`config.mk`:
```
export PLATFORM = sky130hd
export DESIGN_NAME = pwm_buf_timer
export DESIGN_NICKNAME = d
export VERILOG_FILES = /design/src/rtl/pwm_buf_timer.sv
export SDC_FILE = /design/constraint.sdc
export NUM_CORES = 1
export LEC_CHECK = 0
export CORE_MARGIN = 2
export CORE_UTILIZATION = 54
export DETAILED_ROUTE_END_ITERATION = 8
export MAX_ROUTING_LAYER = met4
export PLACE_DENSITY = 0.9
export SYNTH_ARGS = -nofsm -noshare
export SYNTH_HDL_FRONTEND = slang
export SYNTH_SLANG_ARGS = --single-unit
```
`constraint.sdc`:
```
create_clock -name clk -period 2.4 [get_ports clk]
set_input_delay 0.48 -clock clk [delete_from_list [all_inputs] [get_ports clk]]
set_output_delay 0.48 -clock clk [all_outputs]
set_load 0.03 [all_outputs]
```
`src/rtl/pwm_buf_timer.sv`:
```
module pwm_buf_timer #(
  parameter int W = 16
) (
  input  logic         clk,
  input  logic         rst_n,
  input  logic         run,
  input  logic         wr_en,
  input  logic [2:0]   wr_addr,
  input  logic [W-1:0] wr_data,
  output logic         pwm_o,
  output logic [W-1:0] cnt_o,
  output logic [W-1:0] cmp_a_o,
  output logic         mode_o
);
  localparam logic [W-1:0] MAXV = {W{1'b1}};

  logic [W-1:0] cnt, cmp_a, cmp_b, buf_c;
  logic [2:0]   clr_sel;
  logic         mode, pwm;

  wire wr_cnt  = wr_en && wr_addr == 3'd0;
  wire wr_a    = wr_en && wr_addr == 3'd1;
  wire wr_b    = wr_en && wr_addr == 3'd2;
  wire wr_buf  = wr_en && wr_addr == 3'd3;
  wire wr_sel  = wr_en && wr_addr == 3'd4;
  wire wr_mode = wr_en && wr_addr == 3'd5;

  wire match_a  = run && cnt == cmp_a;
  wire match_b  = run && cnt == cmp_b;
  wire hw_clr   = (clr_sel == 3'b001 && match_a) || (clr_sel == 3'b010 && match_b);
  wire wrap     = run && cnt == MAXV;
  wire sw_zero  = run && wr_cnt && wr_data == '0;
  wire clr_evt  = hw_clr || wrap || sw_zero;
  wire xfer     = mode ? clr_evt : match_a;

  always_ff @(posedge clk) begin
    if (!rst_n) begin
      cnt     <= '0;
      cmp_a   <= '0;
      cmp_b   <= '0;
      buf_c   <= '0;
      clr_sel <= '0;
      mode    <= 1'b0;
      pwm     <= 1'b0;
    end else begin
      if (wr_cnt)      cnt <= wr_data;
      else if (hw_clr) cnt <= '0;
      else if (run)    cnt <= cnt + 1'b1;

      if (wr_a)      cmp_a <= wr_data;
      else if (xfer) cmp_a <= buf_c;

      if (wr_b)   cmp_b   <= wr_data;
      if (wr_buf) buf_c   <= wr_data;
      if (wr_sel) clr_sel <= wr_data[2:0];
      if (wr_mode && !run) mode <= wr_data[0];

      if (match_b)      pwm <= 1'b0;
      else if (match_a) pwm <= 1'b1;
    end
  end

  assign pwm_o   = pwm;
  assign cnt_o   = cnt;
  assign cmp_a_o = cmp_a;
  assign mode_o  = mode;

  p_hold_stopped_r2: assert property (@(posedge clk) disable iff (!rst_n)
    !run && !wr_cnt |=> cnt == $past(cnt));
  p_wrap_r2: assert property (@(posedge clk) disable iff (!rst_n)
    run && !wr_cnt && cnt == MAXV |=> cnt == '0);
  p_clear_b_r3: assert property (@(posedge clk) disable iff (!rst_n)
    run && clr_sel == 3'b010 && cnt == cmp_b && !wr_cnt |=> cnt == '0);
  p_pwm_set_r4: assert property (@(posedge clk) disable iff (!rst_n)
    run && cnt == cmp_a && cnt != cmp_b |=> pwm_o);
  p_pwm_clr_r4: assert property (@(posedge clk) disable iff (!rst_n)
    run && cnt == cmp_b |=> !pwm_o);
  p_pwm_hold_r4: assert property (@(posedge clk) disable iff (!rst_n)
    !run |=> pwm_o == $past(pwm_o));
  p_xfer_match_r5: assert property (@(posedge clk) disable iff (!rst_n)
    run && !mode && cnt == cmp_a && !wr_a |=> cmp_a_o == $past(buf_c));
  p_xfer_wrap_r6: assert property (@(posedge clk) disable iff (!rst_n)
    run && mode && cnt == MAXV && !wr_a |=> cmp_a_o == $past(buf_c));
  p_mode_locked_r7: assert property (@(posedge clk) disable iff (!rst_n)
    run |=> mode_o == $past(mode_o));
  p_cnt_write_r9: assert property (@(posedge clk) disable iff (!rst_n)
    wr_cnt |=> cnt == $past(wr_data));
endmodule

```
Yosys cells after proc, flatten, opt, wreduce, memory -nomap -nowiden --
Cells that the tools add are included.
Storage, ports and cells: register bits 69, input bits 23, output and inout port bits 34
Cells by class: add/sub/neg operators 1, equality and inequality tests 10, multiplexer cells 6, bitwise logic cells 1, reductions and logical operators 23
Operators by type and width (count):
- 16-bit 2-to-1 mux | 5
- 16-bit equality test | 2
- 16-bit by 1-bit adder with 16-bit output (second input constant) | 1
- 16-bit equality test (second input constant) | 1
- 16-bit zero test | 1
- 1-bit logical AND | 14
- 3-bit by 2-bit equality test with 1-bit output (second input constant) | 3
- 3-bit by 1-bit equality test with 1-bit output (second input constant) | 2
- 3-bit equality test (second input constant) | 2
- 3-bit zero test | 1
- 1-bit logical OR | 3
- 3-bit nonzero test | 1
- 2-bit nonzero test | 1
- 2-bit OR reduction | 1
- 1-bit zero test | 1
- 1-bit 2-to-1 mux | 1
- 1-bit NOT | 1

Longest topological paths before layout --
Gate-level depths: netlist of run 1.
depth after elaboration 9, gate-level depth with buffers 8, gate-level depth less buffers 7

Worst setup path before layout of run 1 --
No wires, ideal clock.
kind reg2reg, start register cnt[2] (netlist: cnt_o[2]), end register cmp_a[10] (netlist: cmp_a_o[10]), data arrival time 2.064 ns, path slack 0.264 ns, cell stages (with the launch flop) 9, period minus slack after synthesis 2.136 ns, cells stage by stage dfxtp_1 buf_2 xor2_1 nor4_1 and3_4 and4_4 o31ai_4 buf_6 mux2i_1
Between the ends: longest elaborated chain between the ends 8, elaborated cells on any way between the ends 13, classes of those cells 3 x eq/ne; 1 x mux; 9 x reduce/logical
Ends and longest elaborated chain:
- start: declaration | RTL line 17 | logic [W-1:0] cnt, cmp_a, cmp_b, buf_c;
- start signal: assignment | RTL line 46 | if (wr_cnt) cnt <= wr_data;
- start signal: assignment | RTL line 48 | else if (run) cnt <= cnt + 1'b1;
- 16-bit equality test (on tied branches) | RTL line 28, 29
- 1-bit logical AND (on tied branches) | RTL line 28, 29
- 1-bit logical AND | RTL line 30 | wire hw_clr = (clr_sel == 3'b001 && match_a) || (clr_sel == 3'b010 && match_b);
- 1-bit logical OR | RTL line 30
- 1-bit logical OR (2 in series) | RTL line 33 | wire clr_evt = hw_clr || wrap || sw_zero;
- 1-bit 2-to-1 mux * | RTL line 34 | wire xfer = mode ? clr_evt : match_a;
- 2-bit nonzero test (no line) *
- end signal: assignment | RTL line 50 | if (wr_a) cmp_a <= wr_data;
- end signal: assignment | RTL line 51 | else if (xfer) cmp_a <= buf_c;
- end: declaration | RTL line 17
Every way passes the cells marked *; elsewhere a longest branch is shown, timed or not. A chain may end at the register's enable or synchronous reset.

Final worst setup path of run 1 --
start input wr_data[1], end register cmp_a[3] (netlist: cmp_a_o[3])
Between the ends: longest elaborated chain between the ends 5
Ends and longest elaborated chain:
- start: declaration | RTL line 9 | input logic [W-1:0] wr_data,
- 16-bit zero test | RTL line 32 | wire sw_zero = run && wr_cnt && wr_data == '0;
- 1-bit logical AND | RTL line 32
- 1-bit logical OR | RTL line 33
- 1-bit 2-to-1 mux | RTL line 34
- 2-bit nonzero test (no line)
No other way between the ends.

==> results by group, run 1 <==
Placement
  • Gpl congestion: roughly 0.97
  • Placed cell areas: 4510 um2
  • Pre-CTS WS: -0.466 ns
  • Port Buf Inserts: 56
  • Placed Instances: roughly 600
  • Dpl hpwl: 8.08 mm

Outcome
  • Outcome: finished, final reports clean

Final layout
  • Share of cells above drive strength 1: 0.129
  • P&R area growth vs syn: 27.3%
  • Layout Nets: approximately 550
  • Cell Count, Final, Fillers Out: 606
  • Final Instance Area: between 4000 and 5000 um2
  • Diode count: 0
  • Final design utilization: 0.700

STA
  • Slew headroom: 0.622
  • # setup viols final: 0
  • Final worst-path cycle share: 0.929
  • Fin worst setup slack: around 0.17 ns
  • WHS: 0.448 ns
  • Fmax: between 400 and 500 MHz
  • Worst Max-Slew Pin Slew: 0.562 ns
  • Slew Limit Fails: 0
  • TNS Setup: 0 ns
  • RSZ-0062 raised after global routing: false
  • Post-layout min period: 2.23 ns
  • Fin. Hold Viols: 0
  • Clk_skew: around 0.0075 ns

Logic synthesis
  • Synth area leaders: dfxtp_1 37%, nand2_1 9.5%, xnor2_1 5.9%, mux2i_1 5.7%, a21boi_0 4.1%
  • Synth Area per Inst: between 8 and 9 um2
  • Share of the synthesized area in the top cell type: 0.374
  • Area leader, netlist: dfxtp_1
  • EDFF count, synth: 0
  • Synth Cell Area: 3690 um2
  • Cells after Synth: 450
  • Synthesized flop and latch total: 69
  • Syn. warnings: 0
  • Seq/Total Area, Yosys: 0.374
  • Primary FF master, synth: dfxtp_1
  • Post-synth ARST share: 0
  • Distinct cells, synth: 47
  • Most common cell in the synthesized netlist: nand2_1
  • Commonest cells in the netlist: 94 x nand2_1, 69 x dfxtp_1, 27 x nand3_1
  • Syn nets: roughly 470

Floorplan
  • Die span in x: 86.7 um
  • Core box area: 6720 um2
  • Site row count: 30
  • I/O pin count: 57
  • DIE AREA: 7520 um2
  • Starting Density: 0.550
  • Die Ht: slightly below 90 um

Clock tree
  • Clk_lat worst skew: 0.35 ns
  • CTS max path bufs: 2
  • Root buf cell: clkbuf_8
  • CTS Sinks: 69
  • Post-CTS Hold Fix Bufs: 0
  • CTS clk-pin slew, worst paths: 0.07 ns
  • CTS HTree Levels: 3
  • Num CTS Buffers: 9
  • CTS tree: yes

Power
  • Net Sw Frac: 0.291
  • Clock group share of total power: 0.325
  • Part of the power in registers: 0.480
  • Leakage: 1.75 nW
  • Cell Pwr Density: 540 nW/um2
  • Sw power: approximately 0.74 mW
  • Final Power: 2.54 mW
  • Comb pwr share: 0.195
  • Int Power: 1.80 mW
  • Worst vdd ir: 285 uV

Setup path
  • Startpoint Class: input pin
  • WP data arrival: approximately 2.4 ns
  • Crit path launch: wr_data[1]
  • Worst Setup Path Type: in2reg
  • CP Max Fanout: 16
  • R2r startpoint: cnt_o[3]
  • RR Endpoint: cnt_o[6]
  • Worst setup path end: cmp_a_o[3]
  • CP Capture Type: flop
  • CP required: approximately 2.6 ns
  • Worst reg-to-reg path cell count: 6
  • Worst R2R Setup Slack: 0.18 ns

Worst hold path
  • WHS Path Cells: 2
  • Hold WC Path Type: reg2reg

Detailed routing
  • Final ANT Viol Nets: 0
  • Drt initial violations: between 400 and 500
  • Drt total wl: 11.1 mm
  • Vias per cell: 5.95
  • Drt wl/cell: 18.3 um
  • Vias: ~3.6k
  • Drt first pass iters: 5
  • Number of remaining DRC errors: 0

GRT
  • Congestion Overflow GR: 0
  • Total GRT Usage: 0.316
  • Vias in the first global route: 3330
  • Initial antenna violation count: 0
  • Largest net degree at the start of global routing: 35
  • First-pass GRT wire length: 17.6 mm

Run
  • Max_cap viols: 0
cells in the final DEF (no fill, tap or decap), types with 3 or more instances in the layout:
cell	n
nand2_1	94
dfxtp_1	69
clkdlybuf4s50_1	55
buf_4	39
nand3_1	27
xnor2_1	25
mux2i_1	21
a21boi_0	20
nand2b_1	19
o211ai_1	16
nor2_1	15
xor2_1	13
a21boi_1	12
o31ai_1	12
clkbuf_8	10
nand4_1	9
nor3_1	8
nor4_1	5
a21oi_1	5
nor2b_1	4
o22ai_1	4
clkinv_2	4
or3_1	3
o21ai_1	3
area by class of cell:
type / instances / area [um2]
Timing Repair Buffer: 97 / 888
Clock buffer: 10 / 138
Sequential cell: 69 / 1380
Multi-Input combinational cell: 345 / 2170
Fill cell: 483 / 2020
Clock inverter: 5 / 27.5
Tap cell: 80 / 100
state kept, by name (all words and copies together), names as in the netlist:
signal	cells
pwm_o	1
buf_c	16
cnt_o	16
cmp_b	16
cmp_a_o	16
clr_sel	3
mode_o	1
how the worst min path moves through the flow:
stage / endpoint / slack, ns / start
2_1_floorplan: buf_c[10] / 0.43 / buf_c[10]
3_3_place_gp: buf_c[9] / 0.44 / buf_c[9]
3_5_place_dp: buf_c[10] / 0.44 / buf_c[10]
4_1_cts: buf_c[10] / 0.45 / buf_c[10]
5_1_grt: buf_c[9] / 0.47 / buf_c[9]
6_report: buf_c[10] / 0.45 / buf_c[10]
kinds of logic (layout without fill, tap and decap cells):
kind of cell / after synthesis / count (layout) / share of synthesized area
and+or+nand+nor: 201 / 201 / 0.263
AOI/OAI and AO/OA: 83 / 83 / 0.167
DFF: 69 / 69 / 0.374
xor gates and xnor gates: 38 / 38 / 0.0901
buffers and inverters: 36 / 112 / 0.0427
muxes: 22 / 22 / 0.0599
adders and majority gates: 1 / 1 / 0.00339
power groups by stage:
stage | logic [mW] | clock network [mW] | registers (mW)
finish | 0.494 | 0.825 | 1.22
detailed placement | 0.472 | 0 | 1.24
CTS | 0.488 | 0.823 | 1.22
floorplan | 0.243 | 0 | 1.27
global placement | 0.467 | 0 | 1.24
global route | 0.523 | 0.873 | 1.22
routing by layer:
metal / wire length [um] / up-vias / global-route usage
met5: 0 / - / -
met3: 881 / 30 / 0.0619
met1: 4710 / 1681 / 0.418
met2: 5190 / 184 / 0.483
met4: 335 / 0 / 0.114
li1: - / 1711 / -
repair_timing:
item,CTS,global route
buffers inserted,1,0
gates resized for setup,1,0
setup endpoints to repair,16,0
worst max-delay path: stages:
cell	delay [ns]
clkdlybuf4s50_1	0.43
nor4_2	0.43
nand4_1	0.23
o311a_1	0.38
o21ai_2	0.10
o31ai_4	0.09
buf_12	0.17
mux2i_1	0.13
No activity file was read; power rests on OpenSTA's default activity.
==> inputs of run 2 (changes only) <==
Settings changed: CAP_MARGIN set to 20, CORE_ASPECT_RATIO set to 1.4.
==> results by group, run 2 (synthesis results as in run 1) <==
Outcome
  • Outcome: finished, final reports clean

Placement
  • Pre-CTS WS: -0.423 ns (+0.0432 ns)
  • Port Buf Inserts: 56 (unchanged)
  • Gpl congestion: 1.02 (+4.9%)
  • Dpl hpwl: 7.91 mm (-2.1%)

Worst hold path
  • Hold WC Path Type: reg2reg

Detailed routing
  • Drt first pass iters: 5 (unchanged)
  • Drt wl/cell: 17.7 um (-3.5%)
  • Drt initial violations: 425 (-0.93%)
  • Final ANT Viol Nets: 0 (unchanged)
  • Number of remaining DRC errors: 0 (unchanged)
  • Vias per cell: 5.96 (+0.12%)
  • Drt total wl: 10.9 mm (-1.5%)
  • Vias: 3682 (+2.1%)

Floorplan
  • Core box area: 6610 um2 (-1.6%)
  • Site row count: 35 (+17%)
  • Starting Density: 0.559 (+0.00884)
  • Die Ht: 102 um (+17%)
  • DIE AREA: 7530 um2 (+0.13%)
  • I/O pin count: 57 (unchanged)
  • Die span in x: 73.9 um (-15%)

Power
  • Cell Pwr Density: 588 nW/um2 (+8.9%)
  • Worst vdd ir: 361 uV (+27%)
  • Leakage: 1.77 nW (+1.1%)

Clock tree
  • CTS clk-pin slew, worst paths: 0.07 ns (about the same)
  • CTS max path bufs: 2 (unchanged)
  • Clk_lat worst skew: 0.36 ns (about the same)
  • Root buf cell: clkbuf_8
  • CTS tree: yes
  • CTS HTree Levels: 3 (unchanged)
  • Cts repair resizes: 0 (-1)
  • CTS Sinks: 69 (unchanged)
  • Num CTS Buffers: 9 (unchanged)

Setup path
  • R2r startpoint: cnt_o[3]
  • Worst reg-to-reg path cell count: 7 (+1)
  • WP data arrival: 2.64 ns (+0.20 ns)
  • Critical Path, Cell by Cell: clkdlybuf4s50_1 -> nor4b_1 -> nand4_1 -> o311a_1 -> o21ai_2 -> o31ai_4 -> buf_12 -> mux2i_1
  • CP required: 2.67 ns (+0.06 ns)
  • Startpoint Class: input pin
  • Largest stage delay on the critical path: 0.58 ns (+0.15 ns)
  • Crit path launch: run
  • RR Endpoint: cmp_a_o[6]
  • Worst R2R Setup Slack: 0.13 ns (-0.05 ns)
  • Slowest CP cell: clkdlybuf4s50_1
  • CP Capture Type: flop
  • Worst Setup Path Type: in2reg
  • Worst setup path end: cmp_a_o[6]
  • CP Max Fanout: 16 (unchanged)

STA
  • Fmax: 421 MHz (-6.1%)
  • Clk_skew: 0.0113 ns (+0.00378 ns)
  • Final worst-path cycle share: 0.990 (+0.0605)
  • Slew Limit Fails: 0 (unchanged)
  • Worst Max-Slew Pin Slew: 0.632 ns (+0.0696 ns)
  • # setup viols final: 0 (unchanged)
  • Slew headroom: 0.575 (-0.0474)
  • Fin worst setup slack: 0.0252 ns (-0.145 ns)
  • WHS: 0.451 ns (+0.00236 ns)
  • RSZ-0062 raised after global routing: false
  • TNS Setup: 0 ns (unchanged)
  • Post-layout min period: 2.37 ns (+0.145 ns)
  • Fin. Hold Viols: 0 (unchanged)

Final layout
  • P&R area growth vs syn: 29.1%
  • Share of cells above drive strength 1: 0.127 (-0.00190)
  • Most frequent cells in the layout: 94 x nand2_1, 69 x dfxtp_1, 55 x clkdlybuf4s50_1
  • Final design utilization: 0.721 (+0.0215)
  • Multi-input logic area: 2160 um2 (-0.29%)
  • Sequential Area: 1380 um2 (unchanged)
  • Most common cell after layout, fill and taps aside: nand2_1
  • Diode count: 0 (unchanged)
  • Fillcell total: 494 (+2.3%)
  • Layout Nets: 545 (-0.18%)

GRT
  • Largest net degree at the start of global routing: 48 (+37%)
  • Congestion Overflow GR: 0 (unchanged)
  • Vias in the first global route: 3611 (+8.4%)
  • Initial antenna violation count: 0 (unchanged)
  • Total GRT Usage: 0.322 (+0.00624)
  • First-pass GRT wire length: 17.7 mm (+0.83%)

Run
  • Max_cap viols: 0 (unchanged)
==> run 2: cell count changes in the layout (fill, tap and decap cells not counted), sizes merged <==
cell / before / now
clkinv: 4 / 2
buf: 42 / 41
bufinv: 0 / 2
inv: 0 / 1
==> run 2: cell type report <==
class / instances / share of cell area
multi-input cells: 345 / 0.453
clock buffers: 10 / 0.0289
clock inverters: 6 / 0.0197
flip-flops and latches: 69 / 0.290
repair buffers: 96 / 0.185
well taps: 92 / 0.0241
==> run 2: stage by stage <==
step | cells | power, mW | instance area [um2]
after detailed placement | 601 | 1.71 | 4520
after global placement | 601 | 1.70 | 4520
after floorplan | 450 | 1.51 | 3690
after global routing | 618 | 2.89 | 4770
after CTS | 618 | 2.80 | 4770
final | 618 | 2.80 | 4770
==> run 2: power breakdown <==
group / switching, mW / internal (mW) / total (mW)
registers: 0.0357 / 1.18 / 1.21
logic: 0.268 / 0.232 / 0.500
clock network: 0.470 / 0.620 / 1.09
total: 0.774 / 2.03 / 2.80
==> run 2: worst min-delay path by stage <==
stage,start,end,slack (ns),depth (start not counted)
global placement,buf_c[5],buf_c[5],0.44,2
floorplan,buf_c[10],buf_c[10],0.43,2
detailed placement,buf_c[13],buf_c[13],0.44,2
finish,buf_c[13],buf_c[13],0.45,2
global route,buf_c[8],buf_c[8],0.47,2
CTS,buf_c[13],buf_c[13],0.45,2
==> run 2: what timing repair did <==
action / CTS / global route
hold endpoints to repair: 0 / 0
setup endpoints to repair: 16 / 0
setup buffers: 1 / 0
hold buffers: 0 / 0
==> run 2: critical path, delay by kind of cell <==
kind            cells  cell delay, ns
buf+inv             2            0.74
simple gates        2            0.69
compound gates      3            0.52
mux                 1            0.19
==> run 2: routing by layer <==
layer / vias up / track usage / routed length, um
li1: 1713 / - / -
met1: 1769 / 0.371 / 4280
met4: 0 / 0.217 / 590
met3: 46 / 0.0552 / 679
met2: 154 / 0.505 / 5390
met5: - / - / 0
